### src/rtl/hdm_lookup_pkg.sv
package hdm_lookup_pkg;
   localparam int ADDR_W    = 64;
   localparam int WORD_W    = 32;
   localparam int PORT_W    = 8;
   localparam int BLK_SHIFT = 28;                       // 256 MiB units
   localparam int BLK_W     = ADDR_W - BLK_SHIFT;       // block number width
   localparam int LO_KEEP   = WORD_W - BLK_SHIFT;       // kept low-word bits
   localparam int GRAN_W    = 4;
   localparam int WAYS_W    = 4;
   localparam int SLOTS     = 8;
   localparam int SLOT_W    = $clog2(SLOTS);
   localparam int MAX_DEC   = 4;
   localparam int IDX_W     = $clog2(MAX_DEC);
   localparam int GRAN_BASE = 8;                        // code 0 = 256 bytes

   typedef enum logic [2:0] {
      FLD_BASE_LO = 3'd0,
      FLD_BASE_HI = 3'd1,
      FLD_SIZE_LO = 3'd2,
      FLD_SIZE_HI = 3'd3,
      FLD_CTRL    = 3'd4,
      FLD_TGT_LO  = 3'd5,
      FLD_TGT_HI  = 3'd6,
      FLD_NONE    = 3'd7
   } fld_e;

   typedef struct packed {
      logic [BLK_W-1:0]        base_blk;
      logic [BLK_W-1:0]        size_blk;
      logic [GRAN_W-1:0]       gran;
      logic [WAYS_W-1:0]       ways;
      logic                    commit;
      logic [SLOTS*PORT_W-1:0] tgts;
   } dec_cfg_t;
endpackage

### src/rtl/hdm_decoder_regs.sv
module hdm_decoder_regs
   import hdm_lookup_pkg::*;
#(
   parameter int NUM_DEC = 4
) (
   input  logic                      clk,
   input  logic                      rst_n,
   input  logic                      we,
   input  logic [IDX_W-1:0]          dec,
   input  logic [2:0]                field,
   input  logic [WORD_W-1:0]         wdata,
   output dec_cfg_t [MAX_DEC-1:0]    cfg_o
);
   localparam int HALF = SLOTS * PORT_W / 2;

   for (genvar i = 0; i < MAX_DEC; i++) begin : g_dec
      if (i < NUM_DEC) begin : g_real
         dec_cfg_t r;
         always_ff @(posedge clk) begin
            if (!rst_n) begin
               r <= '0;
            end else if (we && dec == IDX_W'(i)) begin
               case (fld_e'(field))
                  FLD_BASE_LO: r.base_blk[LO_KEEP-1:0]     <= wdata[WORD_W-1:BLK_SHIFT];
                  FLD_BASE_HI: r.base_blk[BLK_W-1:LO_KEEP] <= wdata;
                  FLD_SIZE_LO: r.size_blk[LO_KEEP-1:0]     <= wdata[WORD_W-1:BLK_SHIFT];
                  FLD_SIZE_HI: r.size_blk[BLK_W-1:LO_KEEP] <= wdata;
                  FLD_CTRL: begin
                     r.gran   <= wdata[GRAN_W-1:0];
                     r.ways   <= wdata[GRAN_W+WAYS_W-1:GRAN_W];
                     r.commit <= wdata[GRAN_W+WAYS_W];
                  end
                  FLD_TGT_LO:  r.tgts[HALF-1:0]       <= wdata;
                  FLD_TGT_HI:  r.tgts[2*HALF-1:HALF]  <= wdata;
                  default: ;
               endcase
            end
         end
         assign cfg_o[i] = r;
      end else begin : g_absent
         assign cfg_o[i] = '0;
      end
   end
endmodule

### src/rtl/hdm_range_match.sv
module hdm_range_match
   import hdm_lookup_pkg::*;
(
   input  logic [BLK_W-1:0] addr_blk,
   input  logic [BLK_W-1:0] base_blk,
   input  logic [BLK_W-1:0] size_blk,
   output logic             match
);
   logic [BLK_W:0] end_blk;
   always_comb begin
      end_blk = {1'b0, base_blk} + {1'b0, size_blk};
      match   = (addr_blk >= base_blk) && ({1'b0, addr_blk} < end_blk);
   end
endmodule

### src/rtl/hdm_target_pick.sv
module hdm_target_pick
   import hdm_lookup_pkg::*;
(
   input  logic [ADDR_W-1:0]       addr,
   input  logic [GRAN_W-1:0]       gran,
   input  logic [WAYS_W-1:0]       ways,
   input  logic [SLOTS*PORT_W-1:0] tgts,
   output logic                    ways_ok,
   output logic [PORT_W-1:0]       port
);
   logic [ADDR_W-1:0] chunk;
   logic [SLOT_W-1:0] mask;
   logic [SLOT_W-1:0] slot;

   always_comb begin
      ways_ok = (ways <= WAYS_W'(SLOT_W));
      chunk   = addr >> (GRAN_BASE + int'(gran));
      mask    = '0;
      for (int b = 0; b < SLOT_W; b++) begin
         if (WAYS_W'(b) < ways) mask[b] = 1'b1;
      end
      slot = chunk[SLOT_W-1:0] & mask;
      port = tgts[slot*PORT_W +: PORT_W];
   end
endmodule

### src/rtl/hdm_lookup_bank.sv
module hdm_lookup_bank
   import hdm_lookup_pkg::*;
#(
   parameter int NUM_DEC = 4
) (
   input  logic        clk,
   input  logic        rst_n,
   input  logic        cfg_we,
   input  logic [1:0]  cfg_dec,
   input  logic [2:0]  cfg_field,
   input  logic [31:0] cfg_wdata,
   input  logic        req_valid,
   input  logic [63:0] req_addr,
   output logic        rsp_valid,
   output logic        rsp_hit,
   output logic [7:0]  rsp_port
);
   if (NUM_DEC < 1 || NUM_DEC > MAX_DEC) begin : g_bad_num_dec
      $error("hdm_lookup_bank: NUM_DEC must lie in 1..%0d", MAX_DEC);
   end

   dec_cfg_t [MAX_DEC-1:0] cfg;
   logic     [MAX_DEC-1:0] match_vec;
   dec_cfg_t               sel_cfg;
   logic                   found;
   logic                   ways_ok;
   logic [PORT_W-1:0]      pick_port;
   logic                   hit_c;

   hdm_decoder_regs #(.NUM_DEC(NUM_DEC)) u_regs (
      .clk   (clk),
      .rst_n (rst_n),
      .we    (cfg_we),
      .dec   (cfg_dec),
      .field (cfg_field),
      .wdata (cfg_wdata),
      .cfg_o (cfg)
   );

   for (genvar i = 0; i < MAX_DEC; i++) begin : g_match
      hdm_range_match u_match (
         .addr_blk (req_addr[ADDR_W-1:BLK_SHIFT]),
         .base_blk (cfg[i].base_blk),
         .size_blk (cfg[i].size_blk),
         .match    (match_vec[i])
      );
   end

   // lowest matching index decides; a later match never overrides it
   always_comb begin
      found   = 1'b0;
      sel_cfg = '0;
      for (int i = MAX_DEC - 1; i >= 0; i--) begin
         if (match_vec[i]) begin
            found   = 1'b1;
            sel_cfg = cfg[i];
         end
      end
   end

   hdm_target_pick u_pick (
      .addr    (req_addr),
      .gran    (sel_cfg.gran),
      .ways    (sel_cfg.ways),
      .tgts    (sel_cfg.tgts),
      .ways_ok (ways_ok),
      .port    (pick_port)
   );

   assign hit_c = found && sel_cfg.commit && ways_ok;

   always_ff @(posedge clk) begin
      if (!rst_n) begin
         rsp_valid <= 1'b0;
         rsp_hit   <= 1'b0;
         rsp_port  <= '0;
      end else begin
         rsp_valid <= req_valid;
         rsp_hit   <= req_valid && hit_c;
         rsp_port  <= (req_valid && hit_c) ? pick_port : '0;
      end
   end

   p_req_gives_rsp_r2: assert property (@(posedge clk) disable iff (!rst_n)
      req_valid |=> rsp_valid);
   p_idle_gives_none_r2: assert property (@(posedge clk) disable iff (!rst_n)
      !req_valid |=> !rsp_valid);
   p_hit_needs_valid_r10: assert property (@(posedge clk) disable iff (!rst_n)
      rsp_hit |-> rsp_valid);
   p_miss_port_zero_r10: assert property (@(posedge clk) disable iff (!rst_n)
      (rsp_valid && !rsp_hit) |-> (rsp_port == '0));

   for (genvar i = 0; i < MAX_DEC; i++) begin : g_chk
      p_match_nonempty_r3: assert property (@(posedge clk) disable iff (!rst_n)
         match_vec[i] |-> (cfg[i].size_blk != '0));
      if (i >= NUM_DEC) begin : g_absent_chk
         p_absent_silent_r9: assert property (@(posedge clk) disable iff (!rst_n)
            !match_vec[i]);
      end
   end
endmodule

### config.mk
export PLATFORM = sky130hd
export DESIGN_NAME = hdm_lookup_bank
export DESIGN_NICKNAME = d
export VERILOG_FILES = /design/src/rtl/hdm_lookup_pkg.sv /design/src/rtl/hdm_decoder_regs.sv /design/src/rtl/hdm_range_match.sv /design/src/rtl/hdm_target_pick.sv /design/src/rtl/hdm_lookup_bank.sv
export SDC_FILE = /design/constraint.sdc
export NUM_CORES = 2
export LEC_CHECK = 0
export BUFFER_PORTS_ARGS = -buffer_cell sky130_fd_sc_hd__buf_2
export CAP_MARGIN = 20
export CORE_ASPECT_RATIO = 0.8
export CORE_MARGIN = 2
export CORE_UTILIZATION = 38
export CTS_CLUSTER_DIAMETER = 40
export CTS_CLUSTER_SIZE = 20
export DETAILED_ROUTE_END_ITERATION = 10
export GPL_ROUTABILITY_DRIVEN = 0
export MAX_ROUTING_LAYER = met4
export PLACE_DENSITY = 0.64
export SYNTH_ARGS = -nofsm -noshare
export SYNTH_HDL_FRONTEND = slang
export SYNTH_SLANG_ARGS = --single-unit
### constraint.sdc
create_clock -name clk -period 11.05 [get_ports clk]
set_clock_uncertainty 0.2 [all_clocks]
set_input_delay 0.5525 -clock clk [delete_from_list [all_inputs] [get_ports clk]]
set_output_delay 0.5525 -clock clk [all_outputs]
set_load 0.02 [all_outputs]
==> key figures <==
Outcome
  • Status: finished, final reports clean

CTS
  • Clock latency on the worst-skew pair: 690 ps
  • Clk sinks: between 500 and 600
  • CTS Hold Bufs: 0
  • TritonCTS clock tree: done
  • Num CTS Buffers: 103
  • Maximum root-to-sink buffer count: 3
  • Root buffer cell: clkbuf_16
  • Reg clk slew, reported paths: 60 ps
  • # H-tree levels: 3

Timing
  • Slew headroom: between 20% and 30%
  • Final Max Tran Viols: 0
  • TNS Setup: 0 ps
  • RSZ-0062 raised after global routing: no
  • Worst-margin pin slew: 1190 ps
  • Fin crit period: 10360 ps
  • Final hold violations: 0
  • Final setup viols: 0
  • Fmax achieved: 0.0966 GHz
  • Fin crit share: 93.7%

Worst setup path
  • WP data arrival: 10710 ps
  • Crit-path max cell delay: 670 ps
  • Setup crit end kind: register
  • Critical Path Start Type: register
  • Slowest CP cell: a311o_1
  • Crit path required time: 11410 ps
  • Crit-path max FO: 18
  • Crit-path most repeated cell: buf_4
  • CP Class: reg2reg

Pwr
  • Leakage: 16.1 nW
  • Peak VDD IR: 0.132 mV
  • Pwr Density: around 140 nW/um^2

Logic synthesis
  • Mux cell area share after synthesis: between 2 and 2.5%
  • Compound-Gate Fraction of Synth Area: 25.2%
  • Mapped Area: approximately 38000 um^2
  • Mapped Nets: 5430
  • Synth Area in Adders: around 14%
  • Largest family of logic cells by synthesized area: compound AO/OA/AOI/OAI gates
  • Syn Area/Cell: 7.84 um^2
  • Synth warnings: 0
  • Async set or reset register ratio after synthesis: 0%
  • Post-synth EDFFs: 0
  • Ys flop type: dfxtp_1
  • Count of different cell masters after synthesis: 87
  • Seq/Total Area, Yosys: 30.8%
  • Post-synthesis simple-gate area fraction: 19.7%
  • Yosys reg bits: 590
  • Cells after Synth: 4893
  • XOR/XNOR share of the synthesized area: 2.95%

Routing
  • Antenna viol nets, final: 0
  • Routed len/inst: roughly 18 um
  • Post-route DRC: 0
  • DR vias: 34200
  • DR pass1 iterations: 5
  • Routed vias/inst: 5.43
  • Final wirelength: 116000 um
  • DR iter-0 viols: roughly 2600

Placed design
  • DP Area: 39900 um^2
  • Port Buffers: 104
  • Final HPWL DP: just under 80000 um

Layout
  • Finished Cell Area: 43800 um^2
  • Synthesis-to-finish area growth: 14.1%
  • # fillers: around 9900
  • Commonest cells after routing, fill and taps aside: nand2_1 (1270), dfxtp_1 (590), a21boi_0 (582)
  • Most common cell after layout, fill and taps aside: nand2_1
  • Final core occ: 43.6%
  • Nets@finish: around 5400
  • Share of cells above drive strength 1: 8.96%

Floorplan
  • Die Width: 359 um
  • Die footprint: 104000 um^2
  • Row count: 104
  • Die H: about 290 um
  • Initial Util: 38.2%
  • I/O pin count: 115
  • CORE AREA: about 100000 um^2

Global routing
  • Largest net degree at the start of global routing: 270
  • Gr ovfl total: 0
  • First-pass GRT wire length: roughly 180000 um
  • Total track usage: 22.4%
  • Initial antenna violation count: 3
  • Number of global-route vias before repair: 31900

Min path
  • HP Class: in2reg

Run
  • MaxCap Viol Count: 0
-- layer usage --
| layer | GRT usage [%] | part of all wire [%] | vias to the layer above |
|---|---|---|---|
| met5 | - | 0 | - |
| met4 | 5.25 | 1.8 | 0 |
| met3 | 2.78 | 6.5 | 143 |
| met2 | 33.3 | 42 | 1008 |
| met1 | 32.1 | 49 | 16100 |
| li1 | - | - | 17000 |
-- through the flow --
step / setup WS, ps / std cells / power (mW) / hold WS (ps)
floorplan: 2940 / 4893 / 2.68 / 239
global placement: 562 / 6083 / 2.89 / 249
detailed placement: 452 / 6084 / 2.90 / 255
CTS: 412 / 6279 / 6.31 / 5.86
global route: 113 / 6285 / 6.49 / 29.4
finish: 693 / 6285 / 6.29 / 20.6
-- logic make-up (layout without fill, tap and decap cells) --
group / after synthesis / in the layout
XOR/XNOR: 129 / 129
AO/OA/AOI/OAI: 1368 / 1368
AND/OR/NAND/NOR: 1796 / 1798
other: 0 / 2
flip-flops: 590 / 590
adder cells (fa/ha/maj): 432 / 432
multiplexers: 76 / 76
buffers and inverters: 502 / 565
-- cell usage after synthesis (all sizes together), types with 6 or more instances --
| master | count | area (um^2) |
|---|---|---|
| buf | 20 | 174 |
| a2111oi | 24 | 249 |
| inv | 199 | 747 |
| o221ai | 8 | 70.1 |
| nand2 | 1273 | 4780 |
| o31ai | 7 | 52.6 |
| a21o | 95 | 721 |
| a31o | 6 | 52.6 |
| nor2b | 25 | 156 |
| o41ai | 6 | 52.6 |
| a211o | 11 | 96.3 |
| a41oi | 6 | 67.6 |
| a221oi | 21 | 190 |
| and2 | 12 | 75.1 |
| and3 | 40 | 250 |
| mux2i | 69 | 691 |
| o21bai | 22 | 165 |
| or2 | 12 | 75.1 |
| nor3 | 31 | 155 |
| nand4 | 41 | 257 |
| or3 | 7 | 43.8 |
| o21ai | 131 | 667 |
| a21oi | 254 | 1270 |
| nor3b | 10 | 75.1 |
| nor4 | 9 | 56.3 |
| nand3 | 140 | 701 |
| a22o | 6 | 52.6 |
| dfxtp | 590 | 11800 |
| xor2 | 69 | 604 |
| nand2b | 38 | 238 |
| a31oi | 24 | 150 |
| xnor2 | 60 | 526 |
| a211oi | 47 | 443 |
| o2111ai | 6 | 52.6 |
| clkbuf | 283 | 1060 |
| nor2 | 136 | 510 |
| a221o | 18 | 181 |
| a21boi | 584 | 4380 |
| mux2 | 7 | 78.8 |
| ha | 428 | 5360 |
| and4 | 9 | 78.8 |
| o211ai | 26 | 195 |
| o21a | 30 | 225 |
| o22ai | 6 | 37.5 |
-- repair_timing --
item / 4_1_cts / 5_1_grt
resized for setup: 0 / 5
setup endpoints to repair: 0 / 8
setup buffers: 0 / 1
-- critical path: cells and delay by family (launching register included) --
family | cells | cell delay, ps
compound gates | 22 | 5510
mux | 1 | 220
xor+xnor | 1 | 160
fa+ha+maj | 2 | 600
flops | 1 | 320
buf+inv | 5 | 1140
simple gates | 9 | 2030
-- registers in the layout (all words and copies together) (netlist names) --
name / count
rsp_hit: 1
u_regs.cfg_o: 580
rsp_valid: 1
rsp_port: 8
-- cell type report --
type                            instances  area (um^2)  area share (%)
Sequential cell                       590        11800            27.0
Tap cell                             1325         1660            3.79
Inverter                              199          747            1.71
Clock buffer                          117         2740            6.27
Multi-Input combinational cell       3803        24700            56.5
Antenna cell                            2         5.00          0.0114
Timing Repair Buffer                  171         1080            2.46
Clock inverter                         78          983            2.25
-- power breakdown --
group	internal, mW	leakage (nW)	switching [mW]	total [mW]
clock	2.15	1.80	1.25	3.41
combinational	0.253	9.59	0.476	0.729
sequential	2.15	4.76	0.00947	2.15
total	4.55	16.1	1.74	6.29
-- worst paths after layout --
path                                   from                        endpoint  slack [ps]  depth (start not counted)
max          u_regs.cfg_o[219]$_SDFFE_PN0P_          rsp_port[4]$_SDFF_PN0_         690                         40
min                               req_valid            rsp_valid$_SDFF_PN0_          20                          2
max reg2reg  u_regs.cfg_o[219]$_SDFFE_PN0P_          rsp_port[4]$_SDFF_PN0_         690                         40
min reg2reg  u_regs.cfg_o[443]$_SDFFE_PN0P_  u_regs.cfg_o[443]$_SDFFE_PN0P_         260                          2
(Power assumes the default switching activity.)
